## src/rtl/smm_dec_pkg.sv

```systemverilog
package smm_dec_pkg;
  localparam int AW         = 32;
  localparam int RW         = 8;
  localparam int ROW_SHIFT  = 23;
  localparam int SEG_SHIFT  = 17;
  localparam int G_EN_BIT   = 3;
  localparam int HI_EN_BIT  = 7;
  localparam int SEG_EN_BIT = 0;
  localparam int CODE_LSB   = 1;

  typedef enum logic [1:0] {
    SEL_GLOBAL = 2'd0,
    SEL_EXT    = 2'd1,
    SEL_ROWTOP = 2'd2,
    SEL_NONE   = 2'd3
  } cfg_sel_e;

  typedef struct packed {
    logic          g_en;
    logic          high_en;
    logic          seg_en;
    logic [1:0]    seg_code;
    logic [RW-1:0] row_top;
  } smm_ctl_t;

  function automatic logic [AW-1:0] mem_top(input logic [RW-1:0] row);
    return {{(AW-RW){1'b0}}, row} << ROW_SHIFT;
  endfunction

  function automatic logic [AW-1:0] seg_size(input logic [1:0] code);
    return {{(AW-1){1'b0}}, 1'b1} << (SEG_SHIFT + int'(code));
  endfunction

  function automatic logic [AW-1:0] floor_sub(input logic [AW-1:0] a, input logic [AW-1:0] b);
    return (b > a) ? '0 : (a - b);
  endfunction

  function automatic logic in_win(input logic [AW-1:0] a, input logic [AW-1:0] lo,
                                  input logic [AW-1:0] hi);
    return (a >= lo) && (a <= hi);
  endfunction
endpackage

```

## src/rtl/smm_cfg_regs.sv

```systemverilog
module smm_cfg_regs
  import smm_dec_pkg::*;
#(
  parameter logic [2:0] FIXED_LOW = 3'b010
) (
  input  logic          clk,
  input  logic          rst_n,
  input  logic          wr_en,
  input  cfg_sel_e      sel,
  input  logic [RW-1:0] wdata,
  output logic [RW-1:0] rdata,
  output smm_ctl_t      ctl
);
  logic [RW-1:3] glob_q;
  logic [RW-1:0] ext_q;
  logic [RW-1:0] row_q;

  always_ff @(posedge clk) begin
    if (!rst_n) begin
      glob_q <= '0;
      ext_q  <= '0;
      row_q  <= '0;
    end else if (wr_en) begin
      case (sel)
        SEL_GLOBAL: glob_q <= wdata[RW-1:3];
        SEL_EXT:    ext_q  <= wdata;
        SEL_ROWTOP: row_q  <= wdata;
        default:    ;
      endcase
    end
  end

  always_comb begin
    case (sel)
      SEL_GLOBAL: rdata = {glob_q, FIXED_LOW};
      SEL_EXT:    rdata = ext_q;
      SEL_ROWTOP: rdata = row_q;
      default:    rdata = '0;
    endcase
  end

  assign ctl.g_en     = glob_q[G_EN_BIT];
  assign ctl.high_en  = ext_q[HI_EN_BIT];
  assign ctl.seg_en   = ext_q[SEG_EN_BIT];
  assign ctl.seg_code = ext_q[CODE_LSB+1:CODE_LSB];
  assign ctl.row_top  = row_q;
endmodule

```

## src/rtl/smm_top_calc.sv

```systemverilog
module smm_top_calc
  import smm_dec_pkg::*;
(
  input  logic          g_en,
  input  logic          seg_en,
  input  logic [1:0]    seg_code,
  input  logic [RW-1:0] row_top,
  output logic [AW-1:0] tom,
  output logic          seg_active,
  output logic [AW-1:0] usable_top
);
  assign tom        = mem_top(row_top);
  assign seg_active = g_en && seg_en;
  assign usable_top = seg_active ? floor_sub(tom, seg_size(seg_code)) : tom;
endmodule

```

## src/rtl/smm_window_match.sv

```systemverilog
module smm_window_match
  import smm_dec_pkg::*;
#(
  parameter logic [AW-1:0] COMPAT_LO = 32'h000A_0000,
  parameter logic [AW-1:0] COMPAT_HI = 32'h000B_FFFF,
  parameter logic [AW-1:0] HIGH_LO   = 32'h100A_0000,
  parameter logic [AW-1:0] HIGH_HI   = 32'h100F_FFFF,
  parameter logic [AW-1:0] HIGH_OFS  = 32'h1000_0000
) (
  input  logic [AW-1:0] host_addr,
  input  logic          g_en,
  input  logic          high_en,
  input  logic          seg_active,
  input  logic [AW-1:0] tom,
  input  logic [AW-1:0] usable_top,
  output logic          hit_compat,
  output logic          hit_high,
  output logic          hit_tseg,
  output logic [AW-1:0] dram_addr
);
  assign hit_compat = g_en && !high_en && in_win(host_addr, COMPAT_LO, COMPAT_HI);
  assign hit_high   = g_en &&  high_en && in_win(host_addr, HIGH_LO, HIGH_HI);
  assign hit_tseg   = seg_active && (host_addr >= usable_top) && (host_addr < tom);
  assign dram_addr  = hit_high ? (host_addr - HIGH_OFS) : host_addr;
endmodule

```

## src/rtl/smm_window_decoder.sv

```systemverilog
module smm_window_decoder
  import smm_dec_pkg::*;
#(
  parameter logic [2:0] FIXED_LOW = 3'b010
) (
  input  logic          clk,
  input  logic          rst_n,
  input  logic          cfg_wr_en,
  input  logic [1:0]    cfg_sel,
  input  logic [7:0]    cfg_wdata,
  output logic [7:0]    cfg_rdata,
  input  logic [31:0]   host_addr,
  output logic          hit_compat,
  output logic          hit_high,
  output logic          hit_tseg,
  output logic [31:0]   dram_addr,
  output logic [31:0]   usable_top
);
  smm_ctl_t      ctl;
  logic          g_en;
  logic          high_en;
  logic          seg_en;
  logic [1:0]    seg_code;
  logic          seg_active;
  logic [AW-1:0] tom;

  smm_cfg_regs #(.FIXED_LOW(FIXED_LOW)) u_regs (
    .clk   (clk),
    .rst_n (rst_n),
    .wr_en (cfg_wr_en),
    .sel   (cfg_sel_e'(cfg_sel)),
    .wdata (cfg_wdata),
    .rdata (cfg_rdata),
    .ctl   (ctl)
  );

  assign g_en     = ctl.g_en;
  assign high_en  = ctl.high_en;
  assign seg_en   = ctl.seg_en;
  assign seg_code = ctl.seg_code;

  smm_top_calc u_calc (
    .g_en       (g_en),
    .seg_en     (seg_en),
    .seg_code   (seg_code),
    .row_top    (ctl.row_top),
    .tom        (tom),
    .seg_active (seg_active),
    .usable_top (usable_top)
  );

  smm_window_match u_match (
    .host_addr  (host_addr),
    .g_en       (g_en),
    .high_en    (high_en),
    .seg_active (seg_active),
    .tom        (tom),
    .usable_top (usable_top),
    .hit_compat (hit_compat),
    .hit_high   (hit_high),
    .hit_tseg   (hit_tseg),
    .dram_addr  (dram_addr)
  );
endmodule

```

## config.mk

```make
export PLATFORM = sky130hd
export DESIGN_NAME = smm_window_decoder
export DESIGN_NICKNAME = d
export VERILOG_FILES = /design/src/rtl/smm_dec_pkg.sv /design/src/rtl/smm_cfg_regs.sv /design/src/rtl/smm_top_calc.sv /design/src/rtl/smm_window_match.sv /design/src/rtl/smm_window_decoder.sv
export SDC_FILE = /design/constraint.sdc
export NUM_CORES = 1
export LEC_CHECK = 0
export ABC_CLOCK_PERIOD_IN_PS = 2500
export BUFFER_PORTS_ARGS = -buffer_cell sky130_fd_sc_hd__buf_4
export CAP_MARGIN = 0
export CORE_ASPECT_RATIO = 1.5
export CORE_UTILIZATION = 30
export CTS_BUF_LIST = sky130_fd_sc_hd__clkbuf_4 sky130_fd_sc_hd__clkbuf_8
export DETAILED_ROUTE_END_ITERATION = 7
export PLACE_DENSITY = 0.67
export REMOVE_ABC_BUFFERS = 1
export SETUP_SLACK_MARGIN = 0.05
export SYNTH_ARGS = -nofsm -noshare
export SYNTH_HDL_FRONTEND = slang
export SYNTH_SLANG_ARGS = --single-unit
```

## constraint.sdc

```tcl
create_clock -name clk -period 2.5 [get_ports clk]
set_input_delay 0.25 -clock clk [delete_from_list [all_inputs] [get_ports clk]]
set_output_delay 0.25 -clock clk [all_outputs]
set_load 0.02 [all_outputs]
```

# ---- Word-level counts from Yosys, hierarchy flattened
# Cells that the tools add are included.
dict set report totals {
  reg_bits 21
}
dict set report op_classes {
  addsub 3
  eq_ne 2
  n_reduce_logical 14
  muxes 4
  n_shift 1
  n_lt_le_gt_ge 7
}
# operator count
set ops {}
lappend ops {{$mux 32} 3}
lappend ops {{$ge 32x20->1 const B} 1}
lappend ops {{$ge 32x29->1 const B} 1}
lappend ops {{$ge 32x32->1} 1}
lappend ops {{$gt 32x31->1} 1}
lappend ops {{$le 32x20->1 const B} 1}
lappend ops {{$le 32x29->1 const B} 1}
lappend ops {{$lt 32x31->1} 1}
lappend ops {{$shl 1x32->32 const A} 1}
lappend ops {{$sub 31x32->32} 1}
lappend ops {{$sub 32x29->32 const B} 1}
lappend ops {{$pmux 8 s3} 1}
lappend ops {{$logic_and 1x1->1} 9}
lappend ops {{$add 5x2->6 const A} 1}
lappend ops {{$reduce_and 2->1} 3}
lappend ops {{$eq 2x1->1 const B} 1}
lappend ops {{$eq 2x2->1 const B} 1}
lappend ops {{$logic_not 2->1} 1}
lappend ops {{$logic_not 1->1} 1}

# ---- Depth between registers and ports, before layout
# Gate-level depths: netlist of run 1.
dict set report depth {
  word_depth 8
  depth_mapped 11
}

# ---- Cells and area by module
# From an unflattened synthesis of run 1, not the netlist that was laid out.
dict set report hier_totals {
  hier_cells 488
  area_unflattened_um2 3742.3
}
# module seq_area_each_um2 area_each_um2 n_inst cells_per_inst
set modules_own_cells {}
lappend modules_own_cells {smm_window_match 0.0 2026.9 1 284}
lappend modules_own_cells {smm_cfg_regs 420.4 1006.0 1 105}
lappend modules_own_cells {smm_top_calc 0.0 709.4 1 99}

# ---- Worst setup path after synthesis of run 1
# OpenSTA, ideal clock, no wires.
dict set report synth_path {
  path_type {reg2out}
  from {register u_regs.row_q[0]}
  to {output hit_tseg}
  path_stages_with_launch 10
  arrival_ns 2.801
  slack_ns -0.551
  cell_sequence {dfxtp_1 ha_1 or3_1 nor3_1 a22oi_1 ha_1 and3_1 o21ai_0 a2111o_1 a221oi_1}
}
dict set report synth_between {
  elab_chain_len 6
  elab_cells_between_ends 8
  classes_between {add/sub (1); order compare (3); mux (2); reduce/logical (2)}
}
# item line
set synth_lines {}
lappend synth_lines {{start: declaration} smm_cfg_regs.sv:16} ;# logic [RW-1:0] row_q;
lappend synth_lines {{start signal: assignment} smm_cfg_regs.sv:27} ;# SEL_ROWTOP: row_q <= wdata;
lappend synth_lines {{$sub 31x32->32 / $gt 32x31->1 (equally long branches)} smm_dec_pkg.sv:35} ;# return (b > a) ? '0 : (a - b);
lappend synth_lines {{$mux 32} smm_dec_pkg.sv:35}
lappend synth_lines {{$mux 32} smm_top_calc.sv:14} ;# assign usable_top = seg_active ? floor_sub(tom, seg_size(seg_code)) : tom;
lappend synth_lines {{$ge 32x32->1} smm_window_match.sv:23} ;# assign hit_tseg = seg_active && (host_addr >= usable_top) && (host_addr < tom);
lappend synth_lines {{$logic_and 1x1->1} smm_window_match.sv:23}
lappend synth_lines {{$logic_and 1x1->1 *} smm_window_match.sv:23}
lappend synth_lines {{end: declaration} smm_window_decoder.sv:15} ;# output logic hit_tseg,
# Every way passes the cells marked *; elsewhere a longest branch is shown, timed or not.

# ---- Final worst setup path of run 1
dict set report layout_path {
  from {register u_regs.row_q[2]}
  to {output hit_tseg}
}
# Same word-level chain as after synthesis.

==> results of run 1 <==
[critical path, delay by kind of cell, from the launching register on]
kind | cells | cell delay, ps
AND/OR/NAND/NOR | 4 | 950
AO/OA/AOI/OAI | 5 | 680
buffers and inverters | 2 | 310
flip-flops | 1 | 310
adder cells (fa/ha/maj) | 1 | 250
[synthesized netlist by cell type, types with 2 or more instances]
cell      number
buf_4         45
nand2_1       34
ha_1          27
dfxtp_1       21
nand3_1       19
a21boi_1      16
a21o_1        11
inv_1         11
mux2i_1       11
a21oi_1       10
clkbuf_1      10
nor2_1        10
inv_2          8
nor2b_1        8
o21ai_1        8
nand4_1        6
nor3_1         5
o21ai_0        5
or2_1          4
xnor2_1        4
a22o_1         3
nor4_1         3
nor4_4         3
or3_1          3
a22oi_1        2
a31oi_1        2
and3_1         2
conb_1         2
nand2_2        2
nand2b_1       2
[flip-flops by register name, indices dropped and copies added, names as in the netlist]
signal         count
u_regs.ext_q       8
u_regs.row_q       8
u_regs.glob_q      5
[where the power goes]
group          total (mW)  switching (mW)  internal [mW]
registers           0.353         0.00748          0.346
clock network       0.231           0.119          0.112
logic               0.396           0.221          0.176
[repair_timing]
item                                    in CTS  in global routing
buffers inserted                             1                  3
resized for setup                            9                  5
endpoints found under the setup margin       1                  3
pin swaps                                    9                  8
[logic make-up (layout without fill, tap and decap cells)]
kind of cell	after synthesis	after routing	synth area share, %
DFF	21	21	17.1
adders and majority gates	27	27	13.7
AOI/OAI and AO/OA	64	64	18.5
other	2	19	0.306
and+or+nand+nor	111	111	26.3
buffers and inverters	74	164	18.2
muxes	11	11	4.48
xor gates and xnor gates	4	4	1.43
[layer usage]
metal / up-vias / share of wire, % / routed length [um] / global-route usage [%]
li1: 1254 / - / - / -
met3: 13 / 4.0 / 287 / 0.980
met4: 0 / 2.9 / 204 / 6.91
met1: 1181 / 38 / 2690 / 18.7
met5: - / 0 / 0 / 0
met2: 81 / 55 / 3910 / 30.6
[final timing paths]
path                endpoint             from  cells past startpoint  slack [ps]
max                 hit_tseg  u_regs.row_q[2]                     12        -520
min          u_regs.ext_q[0]     cfg_wdata[0]                      3         240
max reg2reg  u_regs.row_q[6]  u_regs.row_q[6]                      3        1690
min reg2reg  u_regs.ext_q[3]  u_regs.ext_q[3]                      2         460
[per-stage QoR]
step	utilization, %	cell area, um^2	setup WS [ps]
after floorplan	-	2150	-547
after global placement	41.5	3310	-380
after detailed placement	41.5	3310	-481
after CTS	42.6	3390	-589
after global routing	43.2	3430	-694
final	43.2	3430	-519
[final cells by class]
type                            instances  area share [%]
Clock inverter                          1           0.146
Inverter                               19            2.08
Tap cell                              105            3.83
Timing Repair Buffer                  141            30.8
Sequential cell                        21            12.3
Multi-Input combinational cell        236            49.6
Clock buffer                            3            1.20
==> impl_summary.log, run 1 <==
[metrics] Total GRT Usage: 16.6%
[metrics] number of distinct library cells after synthesis: 47
[metrics] smallest hold slack: 241 ps
[metrics] worst min-delay path class: in2reg
[metrics] Post-synth ARST share: 0%
[metrics] IO Count: 120
[metrics] result of the run: finished, violations left
[metrics] total negative setup slack: -519 ps
[metrics] worst endpoint required time: 2250 ps
[metrics] total CTS buffers: 3
[metrics] library cell contributing the largest single delay on the critical path: or4_1
[metrics] insertion delay of the later-clocked pin in the worst-skew pair: 270 ps
[metrics] die extent in y: 113 um
[metrics] Worst-path clk slew: 80 ps
[metrics] wire length of the first global-routing pass: 11.1 mm
[metrics] total number of vias: 2529
[metrics] warning count from the yosys run: 0
[metrics] Period minus WS final: 3020 ps
[metrics] total length of routed wires: 7.10 mm
[metrics] Leakage Power: 1.61 nW
[metrics] critical path startpoint category: flip-flop
[metrics] vias in the first global route: 2408
[metrics] cells along the critical path: or4_1 -> nor2_4 -> nand2_1 -> nand2_1 -> ha_1 -> a21o_1 -> a21oi_1 -> buf_4 -> o211ai_1 -> a21oi_1 -> a221oi_2 -> buf_4
[metrics] initial antenna violation count: 0
[metrics] number of synthesized register bits: 21
[metrics] initial standard-cell utilization of the core: 30.9%
[metrics] Setup WS post-layout: -519 ps
[metrics] non-filler instance count after layout: 526
[metrics] highest ir drop seen on vdd: 0.285 mV
[metrics] cell type with the highest aggregate area in the netlist: dfxtp_1
[metrics] count of flip-flops with a built-in enable after synthesis: 0
[metrics] Max H-tree Level: 1
[metrics] highest-count cells in the layout ignoring fill and taps: 141 x buf_4, 34 x nand2_1, 25 x ha_1
[metrics] final clock skew: 0 ps
[metrics] average routed wire per standard cell: 13.5 um
[metrics] predominant post-synthesis flop cell: dfxtp_1
[metrics] crit end category: output port
[metrics] critical path type: reg2out
[metrics] Data arrival, critical path: 2770 ps
[metrics] die outline width: 75.9 um
[metrics] max-slew headroom at the worst pin: 52.5%
[metrics] Post-Synthesis Cell Area: 2460 um^2
[metrics] violations in the final reports: negative setup slack
[metrics] area of combinational cells with multiple inputs: 1700 um^2
[metrics] Final Power: 980 uW
[metrics] Antenna Cells: 0
[metrics] total power per unit cell area: 285 nW/um^2
[metrics] detail-routed via count per cell: 4.81
[metrics] final number of hold-violating endpoints: 0
[metrics] number of input and output port buffers inserted: 102
[metrics] per-instance average area after synthesis: 7.83 um^2
[metrics] full die area: 8560 um^2
[metrics] number of buffers on the longest clock path: 2
[metrics] Root Buffer: clkbuf_8
[metrics] Routed Antenna Nets: 0
[metrics] number of instances in the synthesized netlist: 314
[metrics] net count of the finished layout: 494
[metrics] area share of the largest cell type after synthesis: 17.1%
[metrics] Placer Congestion: 0.809
[metrics] crit-path max cell delay: 600 ps
[metrics] Area Growth Syn to Fin: 39.8%
[metrics] CTS tree: built
[metrics] largest net degree at the start of global routing: 22
[metrics] violation count after the first detailed-routing iteration: 54
[metrics] share of cells above drive strength 1: 41.8%
[metrics] fill cell count: 808
[metrics] # hold bufs at CTS: 0
[metrics] HPWL reported at the end of detailed placement: 5.95 mm
[metrics] dominant cells by area after synthesis: dfxtp_1 17%, buf_4 14%, ha_1 14%
[metrics] most common cell after layout, fill and taps aside: buf_4
[metrics] area of all sequential standard cells: 423 um^2
[metrics] largest fanout of any net on the critical path: 3
[metrics] number of max-capacitance violations reported: 0
[metrics] share of synthesized area occupied by flip-flops and latches: 17.1%
[metrics] instance count after placement with tap cells included: 518
[metrics] transition time at the pin with the least slew margin: 711 ps
[metrics] ratio of final minimum period to clock period: 121%
[metrics] grt ovf: 0
[metrics] peak clock frequency supported by timing: 0.331 GHz
[metrics] final number of setup-violating endpoints: 1
[metrics] residual DRC count: 0
[metrics] number of clock sinks: 21
[metrics] core area: 7960 um^2
[metrics] RSZ-0062 raised after global routing: yes
[metrics] Placement Rows: 40
[metrics] count of final max-slew check failures: 0
[metrics] number of iterations in the first detailed-routing pass: 4
(Power assumes the default switching activity.)
==> run 2: changes to the inputs <==
CORE_UTILIZATION = 25   (was 30)
CTS_BUF_LIST = sky130_fd_sc_hd__clkbuf_8   (was sky130_fd_sc_hd__clkbuf_4 sky130_fd_sc_hd__clkbuf_8)
PLACE_DENSITY = 0.59   (was 0.67)
==> impl_summary.log, run 2 (synthesis results as in run 1) <==
[metrics] Hold EP: u_regs.ext_q[2]
[metrics] hold wc startpoint: cfg_wdata[2]
[metrics] detail-routed via count per cell: 4.74
[metrics] number of buffers on the longest clock path: 2
[metrics] fill cell count: 1005
[metrics] Worst-path clk slew: 80 ps
[metrics] critical path startpoint category: flip-flop
[metrics] result of the run: finished, violations left
[metrics] residual DRC count: 0
[metrics] Layout Utilization: 36.6%
[metrics] Routed Antenna Nets: 0
[metrics] transition time at the pin with the least slew margin: 548 ps
[metrics] Data arrival, critical path: 2800 ps
[metrics] total number of vias: 2550
[metrics] initial standard-cell utilization of the core: 25.5%
[metrics] number of iterations in the first detailed-routing pass: 4
[metrics] number of clock sinks: 21
[metrics] die outline width: 83.0 um
[metrics] worst endpoint required time: 2250 ps
[metrics] # hold bufs at CTS: 0
[metrics] core area: 9630 um^2
[metrics] crit end category: output port
[metrics] highest ir drop seen on vdd: 0.315 mV
[metrics] average routed wire per standard cell: 13.6 um
[metrics] top sig layer: met4
[metrics] largest fanout of any net on the critical path: 4
[metrics] largest net degree at the start of global routing: 22
[metrics] final clock skew: 0 ps
[metrics] count of final max-slew check failures: 0
[metrics] Placer Congestion: 0.796
[metrics] ratio of final minimum period to clock period: 122%
[metrics] reg2reg path depth: 3
[metrics] Total GRT Usage: 13.7%
[metrics] violations in the final reports: negative setup slack
[metrics] total CTS buffers: 3
[metrics] full die area: 10200 um^2
[metrics] Leakage Power: 1.65 nW
[metrics] number of max-capacitance violations reported: 0
[metrics] Area Growth Syn to Fin: 43.6%
[metrics] Antenna Cells: 0
[metrics] launch instance of the worst register-to-register path: u_regs.row_q[2]
[metrics] Placement Rows: 44
[metrics] non-filler instance count after layout: 538
[metrics] instance count after placement with tap cells included: 530
[metrics] total length of routed wires: 7.32 mm
[metrics] Setup WS post-layout: -546 ps
[metrics] vias in the first global route: 2369
[metrics] most common cell after layout, fill and taps aside: buf_4
[metrics] number of input and output port buffers inserted: 102
[metrics] grt ovf: 0
[metrics] worst min-delay path class: in2reg
[metrics] HPWL reported at the end of detailed placement: 6.06 mm
[metrics] violation count after the first detailed-routing iteration: 46
[metrics] net count of the finished layout: 496
[metrics] final number of hold-violating endpoints: 0
[metrics] Root Buffer: clkbuf_8
[metrics] Max H-tree Level: 1
[metrics] smallest hold slack: 246 ps
[metrics] critical path type: reg2out
[metrics] M1 WL: 2.94 mm
[metrics] total power per unit cell area: 281 nW/um^2
[metrics] share of cells above drive strength 1: 43.0%
[metrics] RSZ-0062 raised after global routing: yes
[metrics] highest-count cells in the layout ignoring fill and taps: 141 x buf_4, 34 x nand2_1, 23 x ha_1
[metrics] r2r setup slk: 1690 ps
[metrics] largest registers: u_regs.ext_q (8), u_regs.row_q (8), u_regs.glob_q (5)
[metrics] IO Count: 120
[metrics] Period minus WS final: 3050 ps
[metrics] peak clock frequency supported by timing: 0.328 GHz
[metrics] sum of met3 wire segment lengths after detailed routing: 329 um
[metrics] CTS tree: built
[metrics] insertion delay of the later-clocked pin in the worst-skew pair: 270 ps
[metrics] wire length of the first global-routing pass: 11.5 mm
[metrics] Min-Delay Path Depth: 3
[metrics] final number of setup-violating endpoints: 1
[metrics] max-slew headroom at the worst pin: 63.3%
[metrics] worst r2r dst: u_regs.row_q[2]
[metrics] routed length on met2: 3.95 mm
[metrics] initial antenna violation count: 0
[metrics] die extent in y: 123 um
## run 2: timing repair
item / CTS / global route
buffers inserted: 1 / 4
pin swaps: 8 / 13
resized for setup: 9 / 14
endpoints found under the setup margin: 1 / 6
## run 2: layout make-up
type	count	area, um^2	area share, %
Tap cell	115	144	4.08
Multi-Input combinational cell	236	1760	50.0
Inverter	19	71.3	2.02
Timing Repair Buffer	143	1080	30.6
Sequential cell	21	423	12.0
Clock inverter	1	5.00	0.142
Clock buffer	3	41.3	1.17
## run 2: metal layers
metal	global-route usage (%)	vias up
met2	27.2	92
met5	0	-
met3	1.40	8
met4	3.77	0
met1	15.5	1191
li1	-	1259
## run 2: where the power goes
group,switching (mW),internal (mW)
clock,0.120,0.111
sequential,0.00778,0.346
combinational,0.223,0.184
total,0.351,0.641
## run 2: critical path: stages, from the launching register on
cell and delay (ps):
dfxtp_2 320, or4_4 550, nor2_4 160, nand2_1 110, nor2_2 150, buf_4 150, or2_1 100, ha_1 240
a21o_1 160, a21o_1 180, a21oi_1 170, a221oi_2 90, buf_4 160
## run 2: per-stage QoR
stage | setup TNS, ps | worst slack, ps | area (um^2) | power, mW
floorplan | -547 | -547 | 2150 | 0.515
global placement | -401 | -401 | 3330 | 0.746
detailed placement | -522 | -522 | 3330 | 0.752
CTS | -621 | -621 | 3420 | 0.989
global route | -694 | -694 | 3530 | 1.05
finish | -546 | -546 | 3530 | 0.992
## run 2: how the worst max path moves through the flow
stage                          startpoint       end  slack (ps)  cells past startpoint
after floorplan           u_regs.row_q[0]  hit_tseg        -550                      9
after global placement    u_regs.row_q[0]  hit_tseg        -400                     10
after detailed placement  u_regs.row_q[0]  hit_tseg        -520                     10
after CTS                 u_regs.row_q[0]  hit_tseg        -620                     10
after global routing      u_regs.row_q[0]  hit_tseg        -690                     12
final                     u_regs.row_q[5]  hit_tseg        -550                     12
